<file path="config.mk">
export PLATFORM = sky130hd
export DESIGN_NAME = dbg_bit_tx
export DESIGN_NICKNAME = d
export VERILOG_FILES = /design/src/rtl/dbgtx_pkg.sv /design/src/rtl/dbgtx_edge.sv /design/src/rtl/dbgtx_timer.sv /design/src/rtl/dbgtx_shifter.sv /design/src/rtl/dbg_bit_tx.sv
export SDC_FILE = /design/constraint.sdc
export NUM_CORES = 1
export LEC_CHECK = 0
export ABC_AREA = 1
export BUFFER_PORTS_ARGS = -buffer_cell sky130_fd_sc_hd__buf_2
export CAP_MARGIN = 30
export CORE_ASPECT_RATIO = 1.25
export CORE_UTILIZATION = 57
export DETAILED_ROUTE_END_ITERATION = 12
export GPL_TIMING_DRIVEN = 0
export HOLD_SLACK_MARGIN = 0.12
export PLACE_DENSITY = 0.82
export SLEW_MARGIN = 20
export SYNTH_ARGS = -nofsm -noshare
export SYNTH_HDL_FRONTEND = slang
export SYNTH_SLANG_ARGS = --single-unit
</file>
<file path="constraint.sdc">
create_clock -name clk -period 2.46 [get_ports clk]
set_input_delay 0.123 -clock clk [delete_from_list [all_inputs] [get_ports clk]]
set_output_delay 0.123 -clock clk [all_outputs]
set_load 0.01 [all_outputs]
</file>
<file path="src/rtl/dbgtx_pkg.sv">
package dbgtx_pkg;
   localparam int unsigned SYNC_DEPTH_DEF = 2;
   localparam int unsigned LOW_FILT_DEF   = 2;
   localparam int unsigned BOOST_AT_DEF   = 7;
   localparam int unsigned SEQ_LEN_DEF    = 10;
   localparam int unsigned BYTE_W_DEF     = 8;

   typedef struct packed {
      logic oe;
      logic hi;
   } pin_drv_t;
endpackage

</file>
<file path="src/rtl/dbgtx_edge.sv">
module dbgtx_edge #(
   parameter int unsigned SYNC_DEPTH = 2,
   parameter int unsigned LOW_FILT   = 2
) (
   input  logic clk,
   input  logic rst_n,
   input  logic line_in,
   output logic start_req
);
   localparam int unsigned HW = SYNC_DEPTH + LOW_FILT;
   localparam int unsigned WW = LOW_FILT + 1;

   if (SYNC_DEPTH < 2) begin : g_bad_sync
      $error("SYNC_DEPTH must be at least 2");
   end
   if (LOW_FILT < 1) begin : g_bad_filt
      $error("LOW_FILT must be at least 1");
   end

   logic [HW-1:0] hist;

   // Each stage is its own flop; stage 0 samples the asynchronous pin.
   for (genvar i = 0; i < HW; i++) begin : g_stage
      always_ff @(posedge clk or negedge rst_n) begin
         if (!rst_n)      hist[i] <= 1'b1;
         else if (i == 0) hist[i] <= line_in;
         else             hist[i] <= hist[i-1];
      end
   end

   // Window: oldest sample high, then LOW_FILT synchronized low samples.
   logic [WW-1:0] window;
   assign window    = hist[HW-1:SYNC_DEPTH-1];
   assign start_req = (window == {1'b1, {LOW_FILT{1'b0}}});

   p_filter_low_r1: assert property (@(posedge clk) disable iff (!rst_n)
      start_req |-> !hist[SYNC_DEPTH-1] && $past(!hist[SYNC_DEPTH-2]));
endmodule

</file>
<file path="src/rtl/dbgtx_timer.sv">
module dbgtx_timer
   import dbgtx_pkg::*;
#(
   parameter int unsigned BOOST_AT = 7,
   parameter int unsigned SEQ_LEN  = 10
) (
   input  logic     clk,
   input  logic     rst_n,
   input  logic     start_req,
   input  logic     armed,
   input  logic     bit_val,
   output pin_drv_t drv,
   output logic     seq_active,
   output logic     bit_done
);
   localparam int unsigned CW = $clog2(SEQ_LEN);
   localparam logic [CW-1:0] LAST  = CW'(SEQ_LEN - 1);
   localparam logic [CW-1:0] BOOST = CW'(BOOST_AT);

   if (BOOST_AT + 2 >= SEQ_LEN) begin : g_bad_timing
      $error("BOOST_AT must leave room before the end of the sequence");
   end

   logic [CW-1:0] cnt;
   logic          active;

   always_ff @(posedge clk or negedge rst_n) begin
      if (!rst_n) begin
         active <= 1'b0;
         cnt    <= '0;
      end else if (!active) begin
         if (start_req && armed) begin
            active <= 1'b1;
            cnt    <= '0;
         end
      end else if (cnt == LAST) begin
         active <= 1'b0;
         cnt    <= '0;
      end else begin
         cnt <= cnt + 1'b1;
      end
   end

   logic boost, hold_low;
   assign boost    = active && (cnt == BOOST);
   assign hold_low = active && (cnt < BOOST) && !bit_val;

   assign drv.oe     = boost || hold_low;
   assign drv.hi     = boost;
   assign seq_active = active;
   assign bit_done   = active && (cnt == LAST);

   p_boost_single_r5: assert property (@(posedge clk) disable iff (!rst_n)
      (drv.oe && drv.hi) |=> !drv.oe);
   p_done_single_r6: assert property (@(posedge clk) disable iff (!rst_n)
      bit_done |=> !seq_active);
   p_no_restart_r6: assert property (@(posedge clk) disable iff (!rst_n)
      (seq_active && !bit_done) |=> seq_active && !$stable(cnt));
endmodule

</file>
<file path="src/rtl/dbgtx_shifter.sv">
module dbgtx_shifter #(
   parameter int unsigned BYTE_W = 8
) (
   input  logic              clk,
   input  logic              rst_n,
   input  logic              load,
   input  logic [BYTE_W-1:0] load_data,
   input  logic              bit_done,
   output logic              busy,
   output logic              cur_bit,
   output logic              byte_done
);
   localparam int unsigned BCW = $clog2(BYTE_W);
   localparam logic [BCW-1:0] LAST_IDX = BCW'(BYTE_W - 1);

   if (BYTE_W < 2) begin : g_bad_width
      $error("BYTE_W must be at least 2");
   end

   logic [BYTE_W-1:0] sreg;
   logic [BCW-1:0]    idx;
   logic              full;

   always_ff @(posedge clk or negedge rst_n) begin
      if (!rst_n) begin
         sreg <= '0;
         idx  <= '0;
         full <= 1'b0;
      end else if (!full) begin
         if (load) begin
            sreg <= load_data;
            idx  <= '0;
            full <= 1'b1;
         end
      end else if (bit_done) begin
         sreg <= {sreg[BYTE_W-2:0], 1'b0};
         idx  <= idx + 1'b1;
         if (idx == LAST_IDX) full <= 1'b0;
      end
   end

   assign busy      = full;
   assign cur_bit   = sreg[BYTE_W-1];
   assign byte_done = full && bit_done && (idx == LAST_IDX);

   p_load_take_r7: assert property (@(posedge clk) disable iff (!rst_n)
      (load && !busy) |=> busy);
   p_load_hold_r7: assert property (@(posedge clk) disable iff (!rst_n)
      (busy && !bit_done) |=> $stable(sreg));
   p_byte_end_r8: assert property (@(posedge clk) disable iff (!rst_n)
      byte_done |=> !busy);
endmodule

</file>
<file path="src/rtl/dbg_bit_tx.sv">
module dbg_bit_tx
   import dbgtx_pkg::*;
#(
   parameter int unsigned SYNC_DEPTH = SYNC_DEPTH_DEF,
   parameter int unsigned LOW_FILT   = LOW_FILT_DEF,
   parameter int unsigned BOOST_AT   = BOOST_AT_DEF,
   parameter int unsigned SEQ_LEN    = SEQ_LEN_DEF,
   parameter int unsigned BYTE_W     = BYTE_W_DEF
) (
   input  logic              clk,
   input  logic              rst_n,
   input  logic              load,
   input  logic [BYTE_W-1:0] load_data,
   input  logic              line_in,
   output logic              line_oe,
   output logic              line_out,
   output logic              busy,
   output logic              bit_done,
   output logic              byte_done
);
   logic     start_req;
   logic     cur_bit;
   logic     seq_active;
   pin_drv_t drv;

   dbgtx_edge #(.SYNC_DEPTH(SYNC_DEPTH), .LOW_FILT(LOW_FILT)) u_edge (
      .clk       (clk),
      .rst_n     (rst_n),
      .line_in   (line_in),
      .start_req (start_req)
   );

   dbgtx_timer #(.BOOST_AT(BOOST_AT), .SEQ_LEN(SEQ_LEN)) u_timer (
      .clk        (clk),
      .rst_n      (rst_n),
      .start_req  (start_req),
      .armed      (busy),
      .bit_val    (cur_bit),
      .drv        (drv),
      .seq_active (seq_active),
      .bit_done   (bit_done)
   );

   dbgtx_shifter #(.BYTE_W(BYTE_W)) u_shift (
      .clk       (clk),
      .rst_n     (rst_n),
      .load      (load),
      .load_data (load_data),
      .bit_done  (bit_done),
      .busy      (busy),
      .cur_bit   (cur_bit),
      .byte_done (byte_done)
   );

   assign line_oe  = drv.oe;
   assign line_out = drv.hi;

   p_zero_only_low_r4: assert property (@(posedge clk) disable iff (!rst_n)
      (line_oe && !line_out) |-> !cur_bit);
   p_idle_no_start_r9: assert property (@(posedge clk) disable iff (!rst_n)
      $rose(seq_active) |-> $past(busy));
   p_done_in_byte_r6: assert property (@(posedge clk) disable iff (!rst_n)
      bit_done |-> busy);
endmodule

</file>
==> results of run 1 <==
[cell type report]
cell class              instances  area [um^2]
inverters                       9        33.78
repair buffers                 28        200.2
clock buffers                   4        26.28
plain buffers                   3        21.27
multi-input cells              88        411.6
well taps                      18        22.52
fillers                       116        355.3
flip-flops and latches         21        530.5
[synthesized netlist by cell type, drive strengths merged]
cell type / n
a21oi: 1
nand2: 53
nor2: 6
xor2: 1
nand3: 18
dfstp: 4
dfrtp: 17
buf: 3
or2: 1
o21ai: 6
inv: 9
ha: 2
[logic make-up after synthesis]
kind of cell,count (synthesis),synth area share
flops,21,0.5320
xor+xnor,1,0.008785
compound gates,7,0.03513
simple gates,78,0.3438
fa+ha+maj,2,0.02509
buf+inv,12,0.05521
[cells in the final DEF (no fill, tap or decap), drive strengths merged]
| cell type | n |
|---|---|
| nand2 | 53 |
| o21ai | 6 |
| dfstp | 4 |
| ha | 2 |
| dlygate4sd3 | 12 |
| nand3 | 18 |
| buf | 19 |
| inv | 9 |
| nor2 | 6 |
| or2 | 1 |
| a21oi | 1 |
| clkbuf | 4 |
| dfrtp | 17 |
| xor2 | 1 |
[state kept, by name (all words and copies together) (netlist names)]
| register | flops |
|---|---|
| u_shift.idx | 3 |
| u_shift.sreg | 8 |
| u_timer.cnt | 4 |
| u_timer.seq_active | 1 |
| u_shift.busy | 1 |
| u_edge.hist | 4 |
[critical path, cell delays in order (launching register included)]
cell and delay (ps):
dfrtp_1 400, inv_1 90, nand2_1 100, nor2_4 120, nand3_4 100, nor2_1 150, buf_2 150
[per-layer routing]
| layer | wire length [um] | track usage | vias to the layer above |
|---|---|---|---|
| met4 | 29 | 0.1034 | 0 |
| met1 | 864 | 0.2696 | 407 |
| li1 | - | - | 449 |
| met5 | 0 | 0 | - |
| met3 | 81 | 0.04128 | 4 |
| met2 | 979 | 0.4262 | 28 |
[path summary, 6_finish.rpt]
path | start | to | slack, ps
max | u_timer.cnt[2]$_DFFE_PN0P_ | byte_done | 930
min reg2reg | u_edge.hist[0]$_DFF_PN1_ | u_edge.hist[1]$_DFF_PN1_ | 360
max in group asynchronous | rst_n | u_edge.hist[1]$_DFF_PN1_ | 1820
min | rst_n | u_shift.sreg[7]$_DFFE_PN0P_ | 280
min in group clk | u_edge.hist[0]$_DFF_PN1_ | u_edge.hist[1]$_DFF_PN1_ | 360
max reg2reg | u_shift.busy$_DFF_PN0_ | u_shift.sreg[0]$_DFFE_PN0P_ | 1140
[stage by stage]
step / worst slack (ps) / hold slack (ps) / std cells / total power [W]
2_1_floorplan: 1333 / -172.6 / 121 / 0.0008829
3_3_place_gp: 1276 / 95.16 / 155 / 0.0009588
3_5_place_dp: 1251 / 98.95 / 155 / 0.0009944
4_1_cts: 903.5 / 302.1 / 171 / 0.001169
5_1_grt: 747.8 / 345.3 / 171 / 0.001273
6_report: 925.9 / 279.0 / 171 / 0.001168
[where the power goes]
group	switching (W)	internal, W	total, W
clock	0.000104	0.0000633	0.000167
sequential	0.000103	0.000483	0.000586
combinational	0.000234	0.000181	0.000415
total	0.000441	0.000727	0.00117
==> out/qor.txt, run 1 <==
status -> finished clean
Nets -> 168
DRT iter0 DRCs -> 10
leakage power -> 0.6607 nW
synthesized area -> 997.2 um^2
DR vias -> 888
routed len/inst -> 11.43 um
PortBufs -> 16
endpoint class of the critical path -> output pin
CTS tree -> done
Final TNS setup -> 0 ps
Layout Skew -> 18.12 ps
dpl hpwl -> 1322 um
clk buf depth -> 2
critical path startpoint category -> register
Die X -> 39.41 um
initial antenna violation count -> 0
Crit Path Max Fanout -> 5
vias in the first global route -> 876
Worst VDD drop -> 695.2 uV
diodes inserted -> 0
core footprint -> 0.001602 mm^2
period utilisation layout -> 0.6236
Inserted Clock Buffers -> 3
gr ovfl total -> 0
cell taking the most area after synthesis -> dfrtp_1
worst-skew pair later-pin latency -> 310 ps
Post-DRT Antenna Nets -> 0
CTS root buf -> clkbuf_4
initial core utilization -> 0.6227
Yosys top cell area share -> 0.4266
DRC Markers -> 0
Achievable Freq -> 651.8 MHz
HP Class -> in -> async
setup bufs post-CTS -> 0
final design utilization -> 0.7781
R2R cell count -> 4
clk sinks -> 21
PwrDens -> 937.4 mW/mm^2
clk slew on worst S/H paths -> 120 ps
area post-placement -> 0.001100 mm^2
Final Hold Violating Endpoints -> 0
number of vias per cell -> 5.193
unrepaired setup endpoints after global routing -> false
syn nets -> 135
cts repair resizes -> 0
Slew Viols, Final -> 0
routed wire length -> 1954 um
synth warn -> 0
DIE AREA -> 0.001922 mm^2
overall die height -> 48.77 um
gr usage total -> 0.2434
first-pass GRT wire length -> 3270 um
final setup fails -> 0
fin crit period -> 1534 ps
Cell Rows -> 16
relative slew slack -> 0.6912
largest net degree at the start of global routing -> 22
Pre-antenna DRT Iters -> 5
Worst Path Required -> 2340 ps
maxcap violations -> 0
flop and latch count out of synthesis -> 21
Post-Syn Area per Cell -> 8.241 um^2
CP arrival -> 1410 ps
hold-fix buffers at CTS -> 12
Layout area overhead -> 24.97%
Least-Margin Pin Slew -> 463.3 ps
GPL Wtd Cong -> 0.7352
final cell area excluding filler cells -> 0.001246 mm^2
htree depth -> 1
sequential-to-total area share from yosys stat -> 0.5320
share of cells above drive strength 1 -> 0.2092
top post-synthesis cells by area -> dfrtp_1 (43%), nand2_1 (19%), dfstp_2 (11%)
Gate Count Post-Synth -> 121
io pins -> 17
Critical Setup Path Class -> reg -> out
synth unique cells -> 17
(Power assumes the default switching activity.)
==> inputs of run 2 (changes only) <==
--- a/config.mk
+++ b/config.mk
@@ -9,11 +9,11 @@
 export BUFFER_PORTS_ARGS = -buffer_cell sky130_fd_sc_hd__buf_2
 export CAP_MARGIN = 30
 export CORE_ASPECT_RATIO = 1.25
-export CORE_UTILIZATION = 57
+export CORE_UTILIZATION = 48
 export DETAILED_ROUTE_END_ITERATION = 12
 export GPL_TIMING_DRIVEN = 0
 export HOLD_SLACK_MARGIN = 0.12
-export PLACE_DENSITY = 0.82
+export PLACE_DENSITY = 0.74
 export SLEW_MARGIN = 20
 export SYNTH_ARGS = -nofsm -noshare
 export SYNTH_HDL_FRONTEND = slang
==> constraint.sdc (replaced) <==
create_clock -name clk -period 1.3 [get_ports clk]
set_input_delay 0.065 -clock clk [delete_from_list [all_inputs] [get_ports clk]]
set_output_delay 0.065 -clock clk [all_outputs]
set_load 0.01 [all_outputs]
==> run 2 against run 1 <==
Against the previous run: largest cell class unchanged; register-to-register slack worse by 1200 ps; cell area is 13% higher; largest power group unchanged; critical path type unchanged; clock skew is 10 ps lower; via count is 8.9% higher; critical endpoint unchanged; global-route usage is 4.7 points lower; the flow now finishes with violations (setup timing); non-clock buffer count is 7 higher; sequential power is 91% higher; first-iteration DRC count grew to 3.2 times the previous value; setup slack worse by 1000 ps; final cell count is 5.3% higher; highest routed layer unchanged.
==> out/qor.txt, run 2 (synthesis results as in run 1) <==
Layout Cells excl Fill -> 180 (was 171)
Layout Skew -> 7.747 ps (was 18.12 ps)
Critical Setup Path Class -> reg -> out (unchanged)
busiest grt layer -> met2 (unchanged)
Die X -> 42.77 um (was 39.41 um)
critical path startpoint category -> register (unchanged)
fin crit period -> 1377 ps
final design utilization -> 0.7178 (was 0.7781)
worst hold slack -> 236.2 ps (was 279.0 ps)
Sw Pwr -> 0.0009543 W (was 0.0004408 W)
io pins -> 17 (unchanged)
status -> finished with violations (was finished clean)
DRT iter0 DRCs -> 32 (was 10)
Nets -> 175 (was 168)
CTS tree -> done (unchanged)
PortBufs -> 16 (unchanged)
area post-placement -> 0.001102 mm^2 (was 0.001100 mm^2)
DR vias -> 967 (was 888)
CTS root buf -> clkbuf_4 (unchanged)
Inserted Clock Buffers -> 3 (unchanged)
routed len/inst -> 13.07 um (was 11.43 um)
failing checks -> setup timing
vias in the first global route -> 816 (was 876)
final setup fails -> 7 (was 0)
GPL Wtd Cong -> 0.8121 (was 0.7352)
maxcap violations -> 0 (unchanged)
Pre-antenna DRT Iters -> 4 (was 5)
met2 capacity usage during global routing -> 0.3232 (was 0.4262)
commonest non-fill, non-tap cells in the layout -> nand2_1 (49), buf_2 (17), dfrtp_1 (16) (was nand2_1 (51), buf_2 (18), nand3_1 (17), dfrtp_1 (17), dlygate4sd3_1 (12))
clk buf depth -> 2 (unchanged)
initial antenna violation count -> 0 (unchanged)
Least-Margin Pin Slew -> 455.2 ps (was 463.3 ps)
clk sinks -> 21 (unchanged)
CP max-delay cell -> dfrtp_1 (unchanged)
Achievable Freq -> 726.0 MHz
share of cells above drive strength 1 -> 0.3563 (was 0.2092)
met3 Use GR -> 0.02389 (was 0.04128)
relative slew slack -> 0.6965 (was 0.6912)
clk slew on worst S/H paths -> 110 ps (was 120 ps)
Largest regs -> u_shift.sreg: 8 flops, u_edge.hist: 4 flops, u_timer.cnt: 4 flops (unchanged)
DRC Markers -> 0 (unchanged)
gr ovfl total -> 0 (unchanged)
Layout area overhead -> 41.03% (was 24.97%)
DIE AREA -> 0.002265 mm^2 (was 0.001922 mm^2)
PwrDens -> 1784 mW/mm^2 (was 937.4 mW/mm^2)
Worst Path Required -> 1240 ps (was 2340 ps)
endpoint class of the critical path -> output pin (unchanged)
CP max stage delay -> 410 ps (was 400 ps)
leakage power -> 0.7451 nW (was 0.6607 nW)
gr usage total -> 0.1960 (was 0.2434)
largest net degree at the start of global routing -> 22 (unchanged)
max reg flops -> 8 (unchanged)
period utilisation layout -> 1.060
DP Cell Count -> 157 (was 155)
htree depth -> 1 (unchanged)
diodes inserted -> 0 (unchanged)
clock share of power -> 0.120 (was 0.143)
core footprint -> 0.001959 mm^2 (was 0.001602 mm^2)
Cell Rows -> 18 (was 16)
routed wire length -> 2352 um (was 1954 um)
final cell area excluding filler cells -> 0.001406 mm^2 (was 0.001246 mm^2)
first-pass GRT wire length -> 3346 um (was 3270 um)
Flop pwr share -> 0.447 (was 0.501)
HP Class -> in -> async (unchanged)
worst-skew pair later-pin latency -> 290 ps (was 310 ps)
initial core utilization -> 0.5089 (was 0.6227)
Post-DRT Antenna Nets -> 0 (unchanged)
most used cell, CP -> nor2_4
number of vias per cell -> 5.372 (was 5.193)
Pint -> 0.001554 W (was 0.0007274 W)
sw frac -> 0.3805 (was 0.3773)
dpl hpwl -> 1331 um (was 1322 um)
Reg with most FFs -> u_shift.sreg (unchanged)
Crit Path Max Fanout -> 3 (was 5)
Worst VDD drop -> 945.2 uV (was 695.2 uV)
Final WS setup -> -77.37 ps (was 925.9 ps)
met1 Resource Use GR -> 0.2572 (was 0.2696)
Final TNS setup -> -197.9 ps (was 0 ps)
CP arrival -> 1310 ps (was 1410 ps)
combinational share of power -> 0.432 (was 0.356)
Critical Path, Cell by Cell -> inv_2 -> nand2_2 -> nor2_4 -> nand3_4 -> nor2_4 -> buf_6 (was inv_1 -> nand2_1 -> nor2_4 -> nand3_4 -> nor2_1 -> buf_2)
commonest non-fill, non-tap cell in the layout -> nand2_1 (unchanged)
overall die height -> 52.96 um (was 48.77 um)
Slew Viols, Final -> 0 (unchanged)
Final Hold Violating Endpoints -> 0 (unchanged)
unrepaired setup endpoints after global routing -> true (was false)
run 2: cell types whose count changed in the layout (fill, tap and decap cells not counted), moves of 2 or more:
cell,delta
nand3_1,-10
nand2_4,+2
nand3_2,+10
inv_1,-2
inv_2,+2
buf_4,+6
nand2_1,-2
run 2: layout make-up:
cell class / count / area [um^2]
Clock buffer: 4 / 26.28
Multi-Input combinational cell: 88 / 486.7
Fill cell: 136 / 553.0
Inverter: 9 / 33.78
Sequential cell: 21 / 531.8
Buffer: 3 / 25.02
Timing Repair Buffer: 35 / 277.8
Tap cell: 20 / 25.02
run 2: what timing repair did:
item / CTS / global route
setup buffers: 3 / 4
pin swaps: 1 / 8
cloned: 0 / 1
gates resized for setup: 8 / 16
endpoints found under the setup margin: 4 / 15
hold buffers: 11 / 0
endpoints found under the hold margin: 31 / 0
run 2: worst paths after layout:
kind | startpoint | to | slack, ps | cells past startpoint
max | u_timer.cnt[2]$_DFFE_PN0P_ | byte_done | -80 | 6
max in group asynchronous | rst_n | u_edge.hist[2]$_DFF_PN1_ | 710 | 2
max reg2reg | u_timer.cnt[2]$_DFFE_PN0P_ | u_shift.sreg[4]$_DFFE_PN0P_ | -10 | 8
min in group clk | u_edge.hist[0]$_DFF_PN1_ | u_edge.hist[1]$_DFF_PN1_ | 360 | 0
min | rst_n | u_shift.sreg[5]$_DFFE_PN0P_ | 240 | 2
min reg2reg | u_edge.hist[0]$_DFF_PN1_ | u_edge.hist[1]$_DFF_PN1_ | 360 | 0
run 2: stage by stage:
step                      total power (W)  setup WS (ps)
after floorplan                  0.001671          173.0
after global placement           0.001818          138.3
after detailed placement         0.001890          103.9
after CTS                        0.002298         -63.74
after global routing             0.002708         -168.7
final                            0.002508         -77.37
run 2: power groups by stage:
stage	Sequential (W)	Combinational, W	Clock (W)
CTS	0.00108	0.000901	0.000314
finish	0.00112	0.00108	0.000302
floorplan	0.00107	0.000598	0
global placement	0.00110	0.000716	0
global route	0.00114	0.00123	0.000338
detailed placement	0.00112	0.000771	0
run 2: routing by layer:
metal  vias to the layer above  wire (um)
li1                        459          -
met3                         4        108
met1                       471       1030
met5                         -          0
met4                         0         27
met2                        33       1186
run 2: critical path, delay by kind of cell (launching register included):
kind,cells,cell delay (ps)
AND/OR/NAND/NOR,4,430
flip-flops,1,410
buffers and inverters,2,190
